### config.mk
export PLATFORM = sky130hd
export DESIGN_NAME = can_tx_fault_tracker
export DESIGN_NICKNAME = d
export VERILOG_FILES = /design/src/rtl/tec_pkg.sv /design/src/rtl/tec_event_filter.sv /design/src/rtl/tec_count_core.sv /design/src/rtl/tec_state_map.sv /design/src/rtl/can_tx_fault_tracker.sv
export SDC_FILE = /design/constraint.sdc
export NUM_CORES = 1
export LEC_CHECK = 0
export BUFFER_PORTS_ARGS = -buffer_cell sky130_fd_sc_hd__buf_2
export CAP_MARGIN = 20
export CORE_UTILIZATION = 50
export CTS_BUF_LIST = sky130_fd_sc_hd__clkbuf_4 sky130_fd_sc_hd__clkbuf_8
export DETAILED_ROUTE_END_ITERATION = 8
export PLACE_DENSITY = 0.75
export SKIP_CTS_REPAIR_TIMING = 1
export SLEW_MARGIN = 20
export SYNTH_ARGS = -nofsm -noshare
export SYNTH_HDL_FRONTEND = slang
export SYNTH_HIERARCHICAL = 1
export SYNTH_SLANG_ARGS = --single-unit
### constraint.sdc
create_clock -name clk -period 3.4 [get_ports clk]
set_input_delay 0.68 -clock clk [delete_from_list [all_inputs] [get_ports clk]]
set_output_delay 0.68 -clock clk [all_outputs]
set_load 0.05 [all_outputs]
### src/rtl/tec_pkg.sv
package tec_pkg;

  typedef enum logic [1:0] {
    FC_ACTIVE  = 2'b00,
    FC_PASSIVE = 2'b01,
    FC_BUSOFF  = 2'b10
  } fc_state_t;

  localparam logic [2:0] CAUSE_STUFF = 3'd1;
  localparam logic [2:0] CAUSE_ACK   = 3'd3;

  // Stuff error raised while arbitration is running is not charged.
  function automatic logic arb_stuff_exempt(input logic [2:0] cause,
                                            input logic       arb);
    return (cause == CAUSE_STUFF) && arb;
  endfunction

  // Acknowledge error in error passive with a quiet passive error flag
  // is not charged (covers the lone-node retransmission loop).
  function automatic logic quiet_ack_exempt(input logic [2:0] cause,
                                            input logic       passive,
                                            input logic       dom_seen);
    return (cause == CAUSE_ACK) && passive && !dom_seen;
  endfunction

endpackage

### src/rtl/tec_event_filter.sv
module tec_event_filter
  import tec_pkg::*;
(
  input  logic       err_i,
  input  logic [2:0] cause_i,
  input  logic       arb_i,
  input  logic       dom_seen_i,
  input  logic       passive_i,
  output logic       counted_o,
  output logic       exempt_o
);

  logic exempt_arb;
  logic exempt_ack;

  always_comb begin
    exempt_arb = arb_stuff_exempt(cause_i, arb_i);
    exempt_ack = quiet_ack_exempt(cause_i, passive_i, dom_seen_i);
    exempt_o   = err_i && (exempt_arb || exempt_ack);
    counted_o  = err_i && !exempt_arb && !exempt_ack;
  end

  // An error strobe is either charged or exempt, never both.
  always_comb begin
    assert_counted_xor_exempt_R2: assert (!(counted_o && exempt_o));
  end

endmodule

### src/rtl/tec_count_core.sv
module tec_count_core #(
  parameter int unsigned CNT_W    = 8,
  parameter int unsigned ERR_STEP = 8
) (
  input  logic             clk,
  input  logic             rst_n,
  input  logic             recover_i,
  input  logic             inc_i,
  input  logic             dec_i,
  output logic [CNT_W-1:0] count_o,
  output logic             boff_o
);

  localparam int unsigned WIDE_W = CNT_W + 1;
  localparam logic [WIDE_W-1:0] CNT_MAX_W = {1'b0, {CNT_W{1'b1}}};
  localparam logic [WIDE_W-1:0] STEP_W    = WIDE_W'(ERR_STEP);

  function automatic logic [WIDE_W-1:0] add_step(input logic [CNT_W-1:0] v);
    return {1'b0, v} + STEP_W;
  endfunction

  function automatic logic [CNT_W-1:0] floor_dec(input logic [CNT_W-1:0] v);
    return (v == '0) ? v : v - 1'b1;
  endfunction

  logic [CNT_W-1:0]  cnt_q;
  logic              boff_q;
  logic [WIDE_W-1:0] stepped;
  logic              step_ovf;
  logic              step_apply;
  logic              dec_apply;

  always_comb begin
    stepped    = add_step(cnt_q);
    step_ovf   = stepped > CNT_MAX_W;
    step_apply = inc_i && !boff_q && !recover_i;
    dec_apply  = dec_i && !inc_i && !boff_q && !recover_i;
  end

  always_ff @(posedge clk or negedge rst_n) begin
    if (!rst_n) begin
      cnt_q  <= '0;
      boff_q <= 1'b0;
    end else if (recover_i) begin
      cnt_q  <= '0;
      boff_q <= 1'b0;
    end else if (step_apply) begin
      if (step_ovf) begin
        cnt_q  <= '1;
        boff_q <= 1'b1;
      end else begin
        cnt_q  <= stepped[CNT_W-1:0];
      end
    end else if (dec_apply) begin
      cnt_q <= floor_dec(cnt_q);
    end
  end

  assign count_o = cnt_q;
  assign boff_o  = boff_q;

  assert_step_up_R2: assert property (@(posedge clk) disable iff (!rst_n)
    (inc_i && !boff_q && !recover_i && !step_ovf)
      |=> (count_o == $past(count_o) + CNT_W'(ERR_STEP)));

  assert_floor_at_zero_R5: assert property (@(posedge clk) disable iff (!rst_n)
    (dec_i && !inc_i && !recover_i && count_o == '0) |=> (count_o == '0));

  assert_dec_by_one_R5: assert property (@(posedge clk) disable iff (!rst_n)
    (dec_i && !inc_i && !recover_i && !boff_q && count_o != '0)
      |=> (count_o == $past(count_o) - 1'b1));

  assert_busoff_frozen_R9: assert property (@(posedge clk) disable iff (!rst_n)
    (boff_q && !recover_i) |=> ($stable(count_o) && boff_o));

  assert_recover_clears_R10: assert property (@(posedge clk) disable iff (!rst_n)
    recover_i |=> (count_o == '0 && !boff_o));

  assert_overflow_saturates_R8: assert property (@(posedge clk) disable iff (!rst_n)
    (inc_i && !boff_q && !recover_i && step_ovf) |=> (boff_o && count_o == '1));

endmodule

### src/rtl/tec_state_map.sv
module tec_state_map
  import tec_pkg::*;
#(
  parameter int unsigned CNT_W      = 8,
  parameter int unsigned PASSIVE_AT = 128
) (
  input  logic             clk,
  input  logic             rst_n,
  input  logic [CNT_W-1:0] count_i,
  input  logic             boff_i,
  output fc_state_t        state_o,
  output logic             passive_o
);

  localparam logic [CNT_W-1:0] PASSIVE_TH = CNT_W'(PASSIVE_AT);

  always_comb begin
    if (boff_i)                    state_o = FC_BUSOFF;
    else if (count_i >= PASSIVE_TH) state_o = FC_PASSIVE;
    else                           state_o = FC_ACTIVE;
    passive_o = (state_o == FC_PASSIVE);
  end

  // Bus off is only ever entered with the counter saturated.
  assert_busoff_saturated_R8: assert property (@(posedge clk) disable iff (!rst_n)
    boff_i |-> (count_i == '1));

  // Leaving bus off only lands in error active with a cleared count.
  assert_busoff_exit_clean_R10: assert property (@(posedge clk) disable iff (!rst_n)
    $fell(boff_i) |-> (count_i == '0 && state_o == FC_ACTIVE));

endmodule

### src/rtl/can_tx_fault_tracker.sv
module can_tx_fault_tracker
  import tec_pkg::*;
#(
  parameter int unsigned CNT_W      = 8,
  parameter int unsigned ERR_STEP   = 8,
  parameter int unsigned PASSIVE_AT = 128
) (
  input  logic             clk,
  input  logic             rst_n,
  input  logic             recover_i,
  input  logic             tx_err_i,
  input  logic [2:0]       err_cause_i,
  input  logic             arb_phase_i,
  input  logic             dom_seen_i,
  input  logic             tx_ok_i,
  output logic [CNT_W-1:0] tec_o,
  output logic [1:0]       fc_state_o
);

  logic             err_counted;
  logic             err_exempt;
  logic             is_passive;
  logic             is_busoff;
  logic [CNT_W-1:0] count;
  fc_state_t        state;

  tec_event_filter u_filter (
    .err_i      (tx_err_i),
    .cause_i    (err_cause_i),
    .arb_i      (arb_phase_i),
    .dom_seen_i (dom_seen_i),
    .passive_i  (is_passive),
    .counted_o  (err_counted),
    .exempt_o   (err_exempt)
  );

  tec_count_core #(
    .CNT_W    (CNT_W),
    .ERR_STEP (ERR_STEP)
  ) u_core (
    .clk       (clk),
    .rst_n     (rst_n),
    .recover_i (recover_i),
    .inc_i     (err_counted),
    .dec_i     (tx_ok_i),
    .count_o   (count),
    .boff_o    (is_busoff)
  );

  tec_state_map #(
    .CNT_W      (CNT_W),
    .PASSIVE_AT (PASSIVE_AT)
  ) u_map (
    .clk       (clk),
    .rst_n     (rst_n),
    .count_i   (count),
    .boff_i    (is_busoff),
    .state_o   (state),
    .passive_o (is_passive)
  );

  assign tec_o      = count;
  assign fc_state_o = state;

  assert_arb_stuff_hold_R3: assert property (@(posedge clk) disable iff (!rst_n)
    (tx_err_i && err_cause_i == CAUSE_STUFF && arb_phase_i && !tx_ok_i && !recover_i)
      |=> $stable(tec_o));

  assert_quiet_ack_hold_R4: assert property (@(posedge clk) disable iff (!rst_n)
    (tx_err_i && err_cause_i == CAUSE_ACK && fc_state_o == FC_PASSIVE
     && !dom_seen_i && !tx_ok_i && !recover_i) |=> $stable(tec_o));

  assert_exempt_no_charge_R6: assert property (@(posedge clk) disable iff (!rst_n)
    (err_exempt && !recover_i && fc_state_o != FC_BUSOFF)
      |=> (tec_o <= $past(tec_o)));

  assert_inc_beats_ok_R6: assert property (@(posedge clk) disable iff (!rst_n)
    (err_counted && tx_ok_i && !recover_i && fc_state_o != FC_BUSOFF)
      |=> ((tec_o > $past(tec_o)) || (fc_state_o == FC_BUSOFF)));

  assert_lone_node_stays_R11: assert property (@(posedge clk) disable iff (!rst_n)
    (fc_state_o == FC_PASSIVE && tx_err_i && err_cause_i == CAUSE_ACK
     && !dom_seen_i && !tx_ok_i && !recover_i) |=> (fc_state_o == FC_PASSIVE));

  assert_state_legal_R7: assert property (@(posedge clk) disable iff (!rst_n)
    (fc_state_o != 2'b11));

endmodule

==> results.toml, run 1 <==
[status]
outcome = "complete, no violations"

[clock_tree]
cts_buffer_depth = 2
cts_tree = "done"
worstSkewPairLatency_ps = 260
path_clk_slew_ps = 60
cts_root_buf = "clkbuf_4"
ctsHtreeMaxLevel = 1
cts_sinks = 9
numCtsBuffers = 3

[finish]
areaGrowthSynthToFinish_pct = 12.3
final_nets = 131
diodes = 0
layout-drive-gt1-share_pct = 27.2
fillerInstances = 146
utilization_pct = 61.4
instances_no_fill = 130

[timing]
worst_pin_slew_ps = 560
post-route-min-period_ps = 2270
drv_slew = 0
final.setup.tns_ps = 0
fmaxAchievable_mhz = 441
finalCritPeriodShare_pct = 66.7
setup_viol = 0
max_slew_margin_pct = 62.6
worst_slack_ps = 1130
clock-skew-final_ps = 1.81
hold_viol_final = 0
rsz0062_at_grt = "no"

[drt]
wl_per_cell_um = 16.3
num_vias = 859
wirelength_um = 2120
first_pass_iters = 4
drtIter0Drc = 44
drc_errors = 0
drtAntennaViolNets = 0
vias_per_cell = 6.61

[pwr]
p_leak_nw = 0.427
total_power_mw = 0.416
p_per_area_mw_per_mm2 = 440
irDropWorstVdd_mv = 0.252

[setup_path]
cp_cell_sequence = "nor2b_4, nand4b_1, o221a_1, nand2b_1, a311oi_1, o21ai_0, nor3_1, nor3_1"
arrival_ps = 2410
cp-start-kind = "flop"
rr_worst_depth = 8
rr_startpoint = "u_core/count_o[7]"
critPathBufInv = 0
cp_common_cell = "nor3_1"
critPathSlowestCell = "dfrtp_1"
worstSetupEndpointType = "flop"
crit_type = "reg2reg"
path_delay_family = "compound AO/OA/AOI/OAI gates"
r2r-end = "u_core/count_o[3]"
path_max_fanout = 9
r2r_setup_slack_ps = 1130
worstPathRequired_ps = 3540
critPathMaxStageDelay_ps = 480

[yosys]
syn_avg_cell_area_um2 = 8.77
synth_warnings = 6
syn_inst = 96
netlist_area_um2 = 842
syn-num-nets = 112

[place]
place_ws_ps = 1030
io_buffers = 19
gp_congestion = 0.958
dp_hpwl_um = 1510
placed_cells = 126

[floorplan]
core_area_mm2 = 0.00154
fp.dieH_um = 43.0
num_rows = 14
dieArea_mm2 = 0.00185
ios = 20
initial_core_util_pct = 54.6
die_x_um = 43.0

[global_route]
grt_pass1_wl_um = 3400
overflow = 0
grt_util_all_layers_pct = 24.6
grt_pass1_vias = 732
antenna_found_initial = 0
grt_max_degree = 13

[run]
cap_violations = 0

[worst_hold_path]
min_path_type = "in2async"
worst max-delay path by stage:
stage,cells after the start,endpoint,start
CTS,8,u_core/count_o[3],u_core/count_o[7]
floorplan,7,u_core/count_o[7],u_core/count_o[3]
detailed placement,8,u_core/count_o[3],err_cause_i[1]
finish,8,u_core/count_o[3],u_core/count_o[7]
global placement,7,u_core/count_o[5],err_cause_i[0]
global route,8,u_core/count_o[3],u_core/count_o[7]
registers in the layout, indices dropped and copies added, names as in the netlist:
signal and cells:
u_core/boff_o 1, u_core/count_o 8
cells in the final DEF (no fill, tap or decap), types with 3 or more instances in the layout:
cell,count
nor3_1,6
o21ai_0,6
nand2b_1,5
nand3_1,4
a21oi_1,7
xor2_1,3
nor2_1,3
clkbuf_4,4
inv_1,5
dfrtp_1,9
a211oi_1,3
buf_2,19
nand2_1,6
ha_1,6
where the power goes:
part           switching, mW  internal (mW)
combinational          0.115         0.0591
clock                 0.0394         0.0533
sequential            0.0301          0.118
layout make-up:
class | instances | area [um2] | share of cell area, %
flip-flops and latches | 9 | 225 | 23.8
multi-input cells | 77 | 557 | 58.9
repair buffers | 19 | 95.1 | 10.1
clock buffers | 4 | 30.0 | 3.17
inverters | 5 | 18.8 | 1.98
well taps | 16 | 20.0 | 2.12
worst register-to-register path, cell delays in order, from the launching register on:
cell,delay (ps)
dfrtp_1,480
nor2b_4,170
nand4b_1,80
o221a_1,270
nand2b_1,160
a311oi_1,360
o21ai_0,290
nor3_1,260
nor3_1,80
stage by stage:
step,cell area (um2),hold WS [ps]
floorplan,842,384
global placement,916,550
detailed placement,916,550
CTS,946,267
global route,946,267
finish,946,264
per-layer routing:
layer  vias to the layer above  part of all wire (%)  GRT usage [%]
met1                       403                    42           36.3
met2                        54                    47           36.1
li1                        398                     -              -
met3                         4                   9.7           3.83
met4                         0                   1.4           9.09
met5                         -                     0              0
Power figures use the tool's default switching activity.
==> inputs of run 2 (changes only) <==
Clock period 3.4 ns to 2.4 ns, I/O delays scaled along.
==> run 2 against run 1 <==
Effect of this change:
- critical path depth did not move
- hold slack got worse by 200 ps
- die area unchanged
- utilization increased by 0.97 points
- clock-buffer cell count unchanged
- combinational power is 54% higher
- non-clock buffer count increased by 2
- design area up 1.6%
- maximum frequency grew 4.1%
- setup slack worse by 910 ps
- highest routed layer unchanged
==> results.toml, run 2 (synthesized netlist as in run 1, its figures left out) <==
[status]
outcome = "complete, no violations"

[timing]
final.setup.tns_ps = 0
drv_slew = 0
hold_viol_final = 0
fmaxAchievable_mhz = 459
worst_pin_slew_ps = 541
max_slew_margin_pct = 63.9
setup_viol = 0
rsz0062_at_grt = "no"
clock-skew-final_ps = 2.15
timing.hold.ws_ps = 62.7
post-route-min-period_ps = 2180
finalCritPeriodShare_pct = 90.7

[drt]
vias_per_cell = 6.58
wirelength_um = 2190
drc_errors = 0
drtAntennaViolNets = 0
drtIter0Drc = 44
first_pass_iters = 4
num_vias = 868
wl_per_cell_um = 16.6

[clock_tree]
numCtsBuffers = 3
cts_tree = "done"
ctsHtreeMaxLevel = 1
cts_buffer_depth = 2
cts_sinks = 9
cts_root_buf = "clkbuf_4"
worstSkewPairLatency_ps = 260
path_clk_slew_ps = 60

[run]
cap_violations = 0

[setup_path]
crit_type = "reg2reg"
worstPathRequired_ps = 2540
r2r-end = "u_core/count_o[4]"
arrival_ps = 2320
critPathLaunch = "u_core/boff_o"
path_max_fanout = 7
rr_worst_depth = 8
rr_startpoint = "u_core/boff_o"
r2r_setup_slack_ps = 220
cp-start-kind = "flop"
worstSetupEndpointType = "flop"

[global_route]
grt_util_all_layers_pct = 25.9
met1_usage_pct = 31.1
grt_max_degree = 13
antenna_found_initial = 0
grtUsageMet2_pct = 42.7
grt_pass1_vias = 785
use_met3_pct = 5.11
busiest_layer = "met2"
grt_pass1_wl_um = 3490
overflow = 0

[floorplan]
die_x_um = 43.0
num_rows = 14
dieArea_mm2 = 0.00185
initial_core_util_pct = 54.6
ios = 20
fp.dieH_um = 43.0
core_area_mm2 = 0.00154

[finish]
layout-drive-gt1-share_pct = 28.4
mostFrequentLayoutCell = "buf_2"
final_cell_mix = "buf_2, dfrtp_1, a21oi_1"
areaGrowthSynthToFinish_pct = 14.1
largest_reg_flops = 8
final_nets = 133
fillerInstances = 141
diodes = 0

[pwr]
p_per_area_mw_per_mm2 = 622
p_leak_nw = 0.437
irDropWorstVdd_mv = 0.283

[place]
dp_hpwl_um = 1610
gp_congestion = 0.950
io_buffers = 19

[worst_hold_path]
min_path_type = "in2async"
-- run 2: cell count changes in the layout (fill, tap and decap cells not counted) --
cell,change
o21ai_0,-1
o21ai_1,+1
buf_4,+2
-- run 2: worst max-delay path by stage --
stage / end / cells after the start / slack (ps)
2_1_floorplan: u_core/count_o[7] / 7 / 200
3_3_place_gp: u_core/count_o[4] / 8 / 170
3_5_place_dp: u_core/count_o[4] / 8 / 120
4_1_cts: u_core/count_o[4] / 8 / 150
5_1_grt: u_core/count_o[4] / 8 / 60
6_report: u_core/count_o[4] / 8 / 220
-- run 2: worst max-delay path, stage by stage, from the launching register on --
cell      delay, ps
dfrtp_1         490
nor2b_4          70
nand4b_1         90
o221a_1         290
nand2b_1        170
a311oi_1        370
o21ai_1         260
o22ai_1         230
a21oi_1          90
-- run 2: where the power goes --
part	total (mW)	leakage, nW	switching (mW)	internal [mW]
clock network	0.130	0.0184	0.0548	0.0755
registers	0.198	0.117	0.0302	0.168
logic	0.269	0.302	0.179	0.0898
total	0.597	0.437	0.264	0.333
-- run 2: metal layers --
layer  share of wire (%)  wire (um)
met3                 7.5        165
met4                 3.1         67
met2                  46       1010
met5                   0          0
met1                  43        943
-- run 2: layout make-up --
type | instances | area, um2 | area share, %
multi-input cells | 77 | 557 | 57.9
flip-flops and latches | 9 | 225 | 23.4
repair buffers | 21 | 110 | 11.5
clock buffers | 4 | 30.0 | 3.12
well taps | 16 | 20.0 | 2.08
inverters | 5 | 18.8 | 1.95
-- run 2: stage by stage --
| step | utilization [%] | area, um2 | total power [mW] | setup WS, ps | cells |
|---|---|---|---|---|---|
| 5_1_grt | 62.3 | 961 | 0.631 | 58.0 | 132 |
| 3_3_place_gp | 60.4 | 931 | 0.458 | 174 | 128 |
| 2_1_floorplan | - | 842 | 0.403 | 204 | 96 |
| 4_1_cts | 62.3 | 961 | 0.602 | 151 | 132 |
| 3_5_place_dp | 60.4 | 931 | 0.466 | 120 | 128 |
| 6_report | 62.3 | 961 | 0.597 | 223 | 132 |
